File: src/rtl/prio_irq_pkg.sv
package prio_irq_pkg;
  localparam int unsigned NUM_SRC_DEF = 4;
  localparam int unsigned VEC_W_DEF   = 8;
  localparam int unsigned BASE_RST_DEF = 'h30;

  function automatic int unsigned idx_width(input int unsigned n);
    return (n > 1) ? $clog2(n) : 1;
  endfunction
endpackage

File: src/rtl/pic_req_bank.sv
module pic_req_bank #(
  parameter int unsigned N_SRC = 4
) (
  input  logic             clk,
  input  logic             rst_n,
  input  logic [N_SRC-1:0] irq_in,
  input  logic             clr_we,
  input  logic [N_SRC-1:0] clr_wdata,
  input  logic             mask_we,
  input  logic [N_SRC-1:0] mask_wdata,
  output logic [N_SRC-1:0] req_q,
  output logic [N_SRC-1:0] mask_q,
  output logic [N_SRC-1:0] pend
);
  logic [N_SRC-1:0] req_d;
  logic [N_SRC-1:0] mask_d;

  for (genvar i = 0; i < N_SRC; i++) begin : g_bit
    // a fresh request in the clear cycle keeps the bit set
    always_comb begin
      req_d[i]  = irq_in[i] | (req_q[i] & ~(clr_we & clr_wdata[i]));
      mask_d[i] = mask_we ? mask_wdata[i] : mask_q[i];
    end

    always_ff @(posedge clk or negedge rst_n) begin
      if (!rst_n) begin
        req_q[i]  <= 1'b0;
        mask_q[i] <= 1'b0;
      end else begin
        req_q[i] <= req_d[i];
        if (mask_we) mask_q[i] <= mask_d[i];
      end
    end

    assign pend[i] = req_q[i] & ~mask_q[i];
  end
endmodule

File: src/rtl/pic_prio_enc.sv
module pic_prio_enc #(
  parameter int unsigned N_SRC = 4,
  parameter int unsigned IDX_W = 2
) (
  input  logic [N_SRC-1:0] pend,
  output logic             any,
  output logic [IDX_W-1:0] idx
);
  logic [N_SRC:0]   seen;
  logic [N_SRC-1:0] grant;

  assign seen[0] = 1'b0;
  for (genvar i = 0; i < N_SRC; i++) begin : g_chain
    assign grant[i]  = pend[i] & ~seen[i];
    assign seen[i+1] = seen[i] | pend[i];
  end

  assign any = seen[N_SRC];

  always_comb begin
    idx = '0;
    for (int i = 0; i < N_SRC; i++) begin
      if (grant[i]) idx = idx | IDX_W'(i);
    end
  end
endmodule

File: src/rtl/pic_ack_gate.sv
module pic_ack_gate #(
  parameter int unsigned IDX_W    = 2,
  parameter int unsigned BASE_W   = 6,
  parameter int unsigned BASE_RST = 'h30
) (
  input  logic              clk,
  input  logic              rst_n,
  input  logic              any,
  input  logic [IDX_W-1:0]  idx,
  input  logic              intack,
  input  logic              ien_set,
  input  logic              base_we,
  input  logic [BASE_W-1:0] base_wdata,
  output logic              cpu_irq,
  output logic              vec_valid,
  output logic [BASE_W+IDX_W-1:0] vec_out,
  output logic              ien_q
);
  logic              ist_q, ist_d;
  logic [IDX_W-1:0]  win_q, win_d;
  logic              ien_d;
  logic [BASE_W-1:0] base_q, base_d;
  logic              take;

  assign take = intack & ist_q & ien_q;

  always_comb begin
    ist_d  = any;
    win_d  = idx;
    base_d = base_we ? base_wdata : base_q;
    if (take)         ien_d = 1'b0;
    else if (ien_set) ien_d = 1'b1;
    else              ien_d = ien_q;
  end

  always_ff @(posedge clk or negedge rst_n) begin
    if (!rst_n) begin
      ist_q  <= 1'b0;
      win_q  <= '0;
      ien_q  <= 1'b0;
      base_q <= BASE_W'(BASE_RST);
    end else begin
      ist_q <= ist_d;
      win_q <= win_d;
      ien_q <= ien_d;
      if (base_we) base_q <= base_d;
    end
  end

  assign cpu_irq   = ist_q & ien_q;
  assign vec_valid = take;
  assign vec_out   = take ? {base_q, win_q} : '0;
endmodule

File: src/rtl/prio_irq_ctrl.sv
module prio_irq_ctrl
  import prio_irq_pkg::*;
#(
  parameter int unsigned N_SRC    = NUM_SRC_DEF,
  parameter int unsigned VEC_W    = VEC_W_DEF,
  parameter int unsigned BASE_RST = BASE_RST_DEF,
  localparam int unsigned IDX_W   = idx_width(N_SRC),
  localparam int unsigned BASE_W  = VEC_W - IDX_W
) (
  input  logic              clk,
  input  logic              rst_n,
  input  logic [N_SRC-1:0]  irq_in,
  input  logic              mask_we,
  input  logic [N_SRC-1:0]  mask_wdata,
  input  logic              clr_we,
  input  logic [N_SRC-1:0]  clr_wdata,
  input  logic              ien_set,
  input  logic              base_we,
  input  logic [BASE_W-1:0] base_wdata,
  input  logic              intack,
  output logic              cpu_irq,
  output logic              vec_valid,
  output logic [VEC_W-1:0]  vec_out
);
  logic [N_SRC-1:0] req_q;
  logic [N_SRC-1:0] mask_q;
  logic [N_SRC-1:0] pend;
  logic             any;
  logic [IDX_W-1:0] idx;
  logic             ien_q;

  pic_req_bank #(.N_SRC(N_SRC)) u_bank (
    .clk        (clk),
    .rst_n      (rst_n),
    .irq_in     (irq_in),
    .clr_we     (clr_we),
    .clr_wdata  (clr_wdata),
    .mask_we    (mask_we),
    .mask_wdata (mask_wdata),
    .req_q      (req_q),
    .mask_q     (mask_q),
    .pend       (pend)
  );

  pic_prio_enc #(.N_SRC(N_SRC), .IDX_W(IDX_W)) u_enc (
    .pend (pend),
    .any  (any),
    .idx  (idx)
  );

  pic_ack_gate #(.IDX_W(IDX_W), .BASE_W(BASE_W), .BASE_RST(BASE_RST)) u_gate (
    .clk        (clk),
    .rst_n      (rst_n),
    .any        (any),
    .idx        (idx),
    .intack     (intack),
    .ien_set    (ien_set),
    .base_we    (base_we),
    .base_wdata (base_wdata),
    .cpu_irq    (cpu_irq),
    .vec_valid  (vec_valid),
    .vec_out    (vec_out),
    .ien_q      (ien_q)
  );
endmodule

File: config.mk
export PLATFORM = sky130hd
export DESIGN_NAME = prio_irq_ctrl
export DESIGN_NICKNAME = d
export VERILOG_FILES = /design/src/rtl/prio_irq_pkg.sv /design/src/rtl/pic_req_bank.sv /design/src/rtl/pic_prio_enc.sv /design/src/rtl/pic_ack_gate.sv /design/src/rtl/prio_irq_ctrl.sv
export SDC_FILE = /design/constraint.sdc
export NUM_CORES = 1
export LEC_CHECK = 0
export BUFFER_PORTS_ARGS = -buffer_cell sky130_fd_sc_hd__clkbuf_2
export CELL_PAD_IN_SITES_DETAIL_PLACEMENT = 1
export CELL_PAD_IN_SITES_GLOBAL_PLACEMENT = 2
export CORE_ASPECT_RATIO = 1.2
export CORE_MARGIN = 4
export CORE_UTILIZATION = 25
export DETAILED_ROUTE_END_ITERATION = 12
export PLACE_DENSITY = 0.79
export SYNTH_ARGS = -nofsm -noshare
export SYNTH_HDL_FRONTEND = slang
export SYNTH_SLANG_ARGS = --single-unit
File: constraint.sdc
create_clock -name clk -period 0.9 [get_ports clk]
set_input_delay 0.135 -clock clk [delete_from_list [all_inputs] [get_ports clk]]
set_output_delay 0.135 -clock clk [all_outputs]
set_load 0.02 [all_outputs]
-- Word-level counts from Yosys, hierarchy flattened
Index checks and enable logic that the tools add are counted.
- register bits after elaboration: 18
- output and inout port bits: 10
- logic and storage cells: 55
- muxes and demuxes: 6
- bitwise operators: 36
- reductions and logical operators: 1
- operators with widths (cell ; count):
    $and 1x1->1 ; 18
    $not 1->1 ; 11
    $mux 8 ; 1
    $or 1x1->1 ; 7
    $mux 2 ; 2
    $mux 1 ; 3
    $reduce_bool 2->1 ; 1

-- Depth between registers and ports, before layout
- depth in word-level cells: 7
- mapped depth: 3

-- Modules after synthesis
A second synthesis with hierarchy kept.
- cell total of the unflattened synthesis: 61
- area, all modules: 802.0 um^2
- modules (own cells, without submodules) (module ; times used ; cells each ; area an instance (um^2) ; sequential area each (um^2)):
    pic_ack_gate ; 1 ; 30 ; 451.7 ; 252.7
    pic_req_bank ; 1 ; 24 ; 315.3 ; 200.2
    pic_prio_enc ; 1 ; 7 ; 35.0 ; 0.0

-- Worst setup path after synthesis
No wires, ideal clock.
- path kind: register to output
- start point: reg u_gate.ist_q
- end point: out vec_out[2]
- arrival time: 863 ps
- setup slack: -98 ps
- stages on the path, launching flop included: 4
- path through: dfrtp_1 > and3_1 > buf_6 > and2_1
- word-level cells in the longest chain between the ends: 3
- RTL lines (element ; RTL line ; source):
    start, declared ; pic_ack_gate.sv:19 ; logic ist_q, ist_d;
    start signal, assigned ; pic_ack_gate.sv:43 ; ist_q <= ist_d;
    $and 1x1->1 (2 in a row) ; pic_ack_gate.sv:25 ; assign take = intack & ist_q & ien_q;
    named net vec_valid ; prio_irq_ctrl.sv:22 ; output logic vec_valid,
    $mux 8 ; pic_ack_gate.sv:52 ; assign vec_out = take ? {base_q, win_q} : '0;
    end, declared ; prio_irq_ctrl.sv:23 ; output logic [VEC_W-1:0] vec_out
The timed path passes the listed nets, and every way through them passes these cells.

-- Final worst setup path
- start point: reg u_gate.ist_q
- end point: out vec_out[1]
- word-level cells in the longest chain between the ends: 3
- RTL lines (element ; RTL line):
    $and 1x1->1 (2 in a row) ; pic_ack_gate.sv:25
    $mux 8 ; pic_ack_gate.sv:52
Every way passes these cells.

==> run_results.csv <==
group,metric,value,unit
synth,yosysWarnings,0,
sta,rsz0062_at_grt,"true",
synth,synthXorXnorAreaFrac,0,%
sta,hold_viol,0,
cts,clock_sinks,18,
synth,synth.largest_area_cell,"dfrtp_1",
sta,maxSlewHeadroom,70.6,%
critical_path,crit_path_end_kind,"output port",
synth,netlist_area,792,um^2
drt,route.met3.wl,121,um
power,ir_worst_vdd,838,uV
power,sequentialPowerShare,46.0,%
cts,clk_latency,0.29,ns
power,pwr-share-comb,29.9,%
floorplanning,dieArea,4140,um^2
drt,met2WireLength,1.01,mm
synth,synth_compound_area_share,5.69,%
power,p_clk_share,24.1,%
power,intPower,1.51,mW
synth,synth_nets,87,
global_route,grt_pass1_wl,3.11,mm
cts,cts_max_path_buffers,2,
floorplanning,fp.dieW,59.4,um
floorplanning,start_util,25.9,%
synth,yosys.area_share.simple,18.2,%
drt,dr.pass1.iters,2,
synth,seq_area_frac_synth,57.2,%
drt,vias,599,
sta,final.min_clock_period,1.32,ns
critical_path,crit_chain,"and3_4 -> and2_4 -> buf_8",
critical_path,path_max_fanout,5,
final_layout,drive_gt1_share,69.8,%
status,violations,"negative setup slack",
synth,syn_avg_cell_area,12.8,um^2
drt,drcViolationCount,0,
cts,cts.reportedPaths.clkPinSlew,0.10,ns
sta,drv_slew,0,
sta,tightest_slew,0.441,ns
placed_design,placed_area,1000,um^2
synth,yosysMostFrequentCell,"dfrtp_1",
floorplanning,core.rowCount,22,
critical_path,critPathKind,"register to output port",
placed_design,dpl.hpwl,1.31,mm
sta,period_share,146,%
floorplanning,die_y,69.7,um
synth,muxShareOfSynthArea,15.6,%
final_layout,nets,132,
critical_path,crit_path_start_kind,"register",
status,status,"finished with violations",
min_path,hp-start,"irq_in[1]",
global_route,overflow,0,
final_layout,final_cell_area,1240,um^2
final_layout,final_core_util,40.7,%
sta,finalSetupViolations,10,
power,leakagePower,0.611,nW
synth,netlist_instances,62,
drt,via_per_inst,4.22,
synth,synth_flop_cell,"dfrtp_1",
cts,cts-root-buf,"clkbuf_4",
cts,tritoncts,"done",
synth,ys_seq_elements,18,
critical_path,crit_required,0.76,ns
placed_design,place.gp.congestion,0.638,
synth,synth_common_cells,"16 x dfrtp_1, 6 x mux2_4, 6 x nand2_1, 5 x and2_4",
final_layout,stdcell_count,142,
synth,synth.distinct_cells,18,
synth,synth_area_leaders,"dfrtp_1 51%, mux2_4 11%, dfstp_2 6.6%",
final_layout,antennaDiodeCount,0,
global_route,antenna_found_initial,0,
min_path,hold_class,"input pin to register",
sta,fmax,0.759,GHz
critical_path,max_stage_delay,0.41,ns
sta,fin_ws,-0.418,ns
global_route,grt_usage,9.72,%
sta,clock_skew,0.00365,ns
drt,drt_wl_total,1.84,mm
cts,numCtsBuffers,3,
cts,h-tree-depth,1,
synth,async_flop_share,100,%
global_route,grt_start_max_net_pins,19,
placed_design,port_buffers,34,
power,switching_power,0.550,mW
final_layout,syn2layout_area_growth,57.0,%
job,maxCapViolations,0,
drt,wl_met1,712,um
placed_design,pre_cts_ws,-0.317,ns
power,sw_frac_of_total,26.6,%
placed_design,post-place-cells,131,
critical_path,critPathLaunch,"u_gate.ist_q",
global_route,grt_pass1_vias,685,
power,pwr_density_cell,1660,nW/um^2
synth,synth_fa_ha_area_share,0,%
drt,drt-wirelength-per-cell,12.9,um
critical_path,arrival,1.18,ns
synth,synth_top_area_share,50.6,%
critical_path,cpMaxStageDelayCell,"dfrtp_1",
drt,drt_iter0_markers,1,
drt,antenna_left,0,
synth,synth_top_family_by_area,"simple AND/OR/NAND/NOR gates",
floorplanning,coreArea,3060,um^2
synth,synth_edf_count,0,
drt,maxUsedRoutingLayer,"met3",
floorplanning,io_pins,35,
critical_path,r2r-start,"u_gate.ien_q",
[path summary, 6_finish.rpt]
kind                                         end  slack, ns  cells past startpoint
worst max-delay path                  vec_out[1]      -0.42                      3
worst min-delay path             u_bank.req_q[1]      0.009                      2
worst max register to register      u_gate.ien_q       0.01                      3
worst min register to register  u_gate.base_q[1]       0.52                      1
max in group asynchronous       u_gate.base_q[5]       0.26                      2
min in group asynchronous        u_bank.req_q[0]       0.30                      2
[layout by cell type, fill, tap and decap left out]
| master | Yosys | final |
|---|---|---|
| nor2_4 | 0 | 1 |
| o21ai_0 | 1 | 1 |
| buf_6 | 2 | 3 |
| and2_2 | 1 | 1 |
| buf_8 | 0 | 9 |
| and2_4 | 5 | 8 |
| dfstp_2 | 2 | 2 |
| a21oi_2 | 0 | 2 |
| nand2b_4 | 0 | 1 |
| dlygate4sd3_1 | 0 | 1 |
| clkbuf_2 | 0 | 24 |
| mux2_2 | 3 | 3 |
| nand2_1 | 6 | 6 |
| nor3_2 | 0 | 1 |
| nor2_1 | 4 | 3 |
| a21o_1 | 4 | 4 |
| nor2b_4 | 0 | 1 |
| buf_4 | 0 | 4 |
| dfrtp_1 | 16 | 16 |
| clkbuf_4 | 0 | 3 |
| inv_1 | 1 | 1 |
| mux2_4 | 6 | 6 |
| nor2b_2 | 0 | 2 |
| clkbuf_8 | 0 | 1 |
| and3_4 | 0 | 2 |
[power groups by stage]
stage / logic, mW / clock network [mW] / registers, mW
2_1_floorplan: 0.280 / 0 / 0.941
5_1_grt: 0.673 / 0.551 / 0.961
3_5_place_dp: 0.421 / 0 / 0.953
3_3_place_gp: 0.411 / 0 / 0.948
4_1_cts: 0.525 / 0.516 / 0.946
6_report: 0.618 / 0.497 / 0.949
[flip-flops by register name, indices dropped and copies added, names as in the netlist]
name / flops
u_bank.mask_q: 4
u_bank.req_q: 4
u_gate.base_q: 6
u_gate.ien_q: 1
u_gate.ist_q: 1
u_gate.win_q: 2
[per-layer routing]
layer,vias up,global-route usage (%)
li1,293,-
met1,282,13.3
met2,24,14.7
met3,0,1.86
met4,0,3.78
met5,-,0
[per-stage QoR]
stage / hold WS [ns] / power, mW / TNS (ns)
2_1_floorplan: -0.161 / 1.22 / -0.301
3_3_place_gp: 0.0889 / 1.36 / -2.26
3_5_place_dp: 0.103 / 1.37 / -2.76
4_1_cts: 0.00407 / 1.99 / -4.32
5_1_grt: 0.00953 / 2.19 / -4.69
6_report: 0.00916 / 2.06 / -4.08
[kinds of logic after synthesis]
group / Yosys count
and+or+nand+nor: 25
DFF: 18
muxes: 9
AOI/OAI and AO/OA: 7
buffers and inverters: 3
[final cells by class]
class,instances,area [um^2]
fillers,342,1810
flip-flops and latches,18,453
multi-input cells,42,377
repair buffers,41,329
well taps,36,45.0
clock buffers,4,36.3
inverters,1,3.75
[critical path: cells and delay by family, from the launching register on]
kind / cells / cell delay (ns)
flops: 1 / 0.41
simple gates: 2 / 0.36
buf+inv: 1 / 0.12
[what timing repair did]
action,in CTS,in global routing
pin swaps,3,10
hold buffers,1,0
gates resized for setup,23,22
endpoints found under the setup margin,12,14
cloned,1,0
endpoints found under the hold margin,16,0
buffers inserted,1,4
Note: power is estimated with default switching activity, not from simulation.
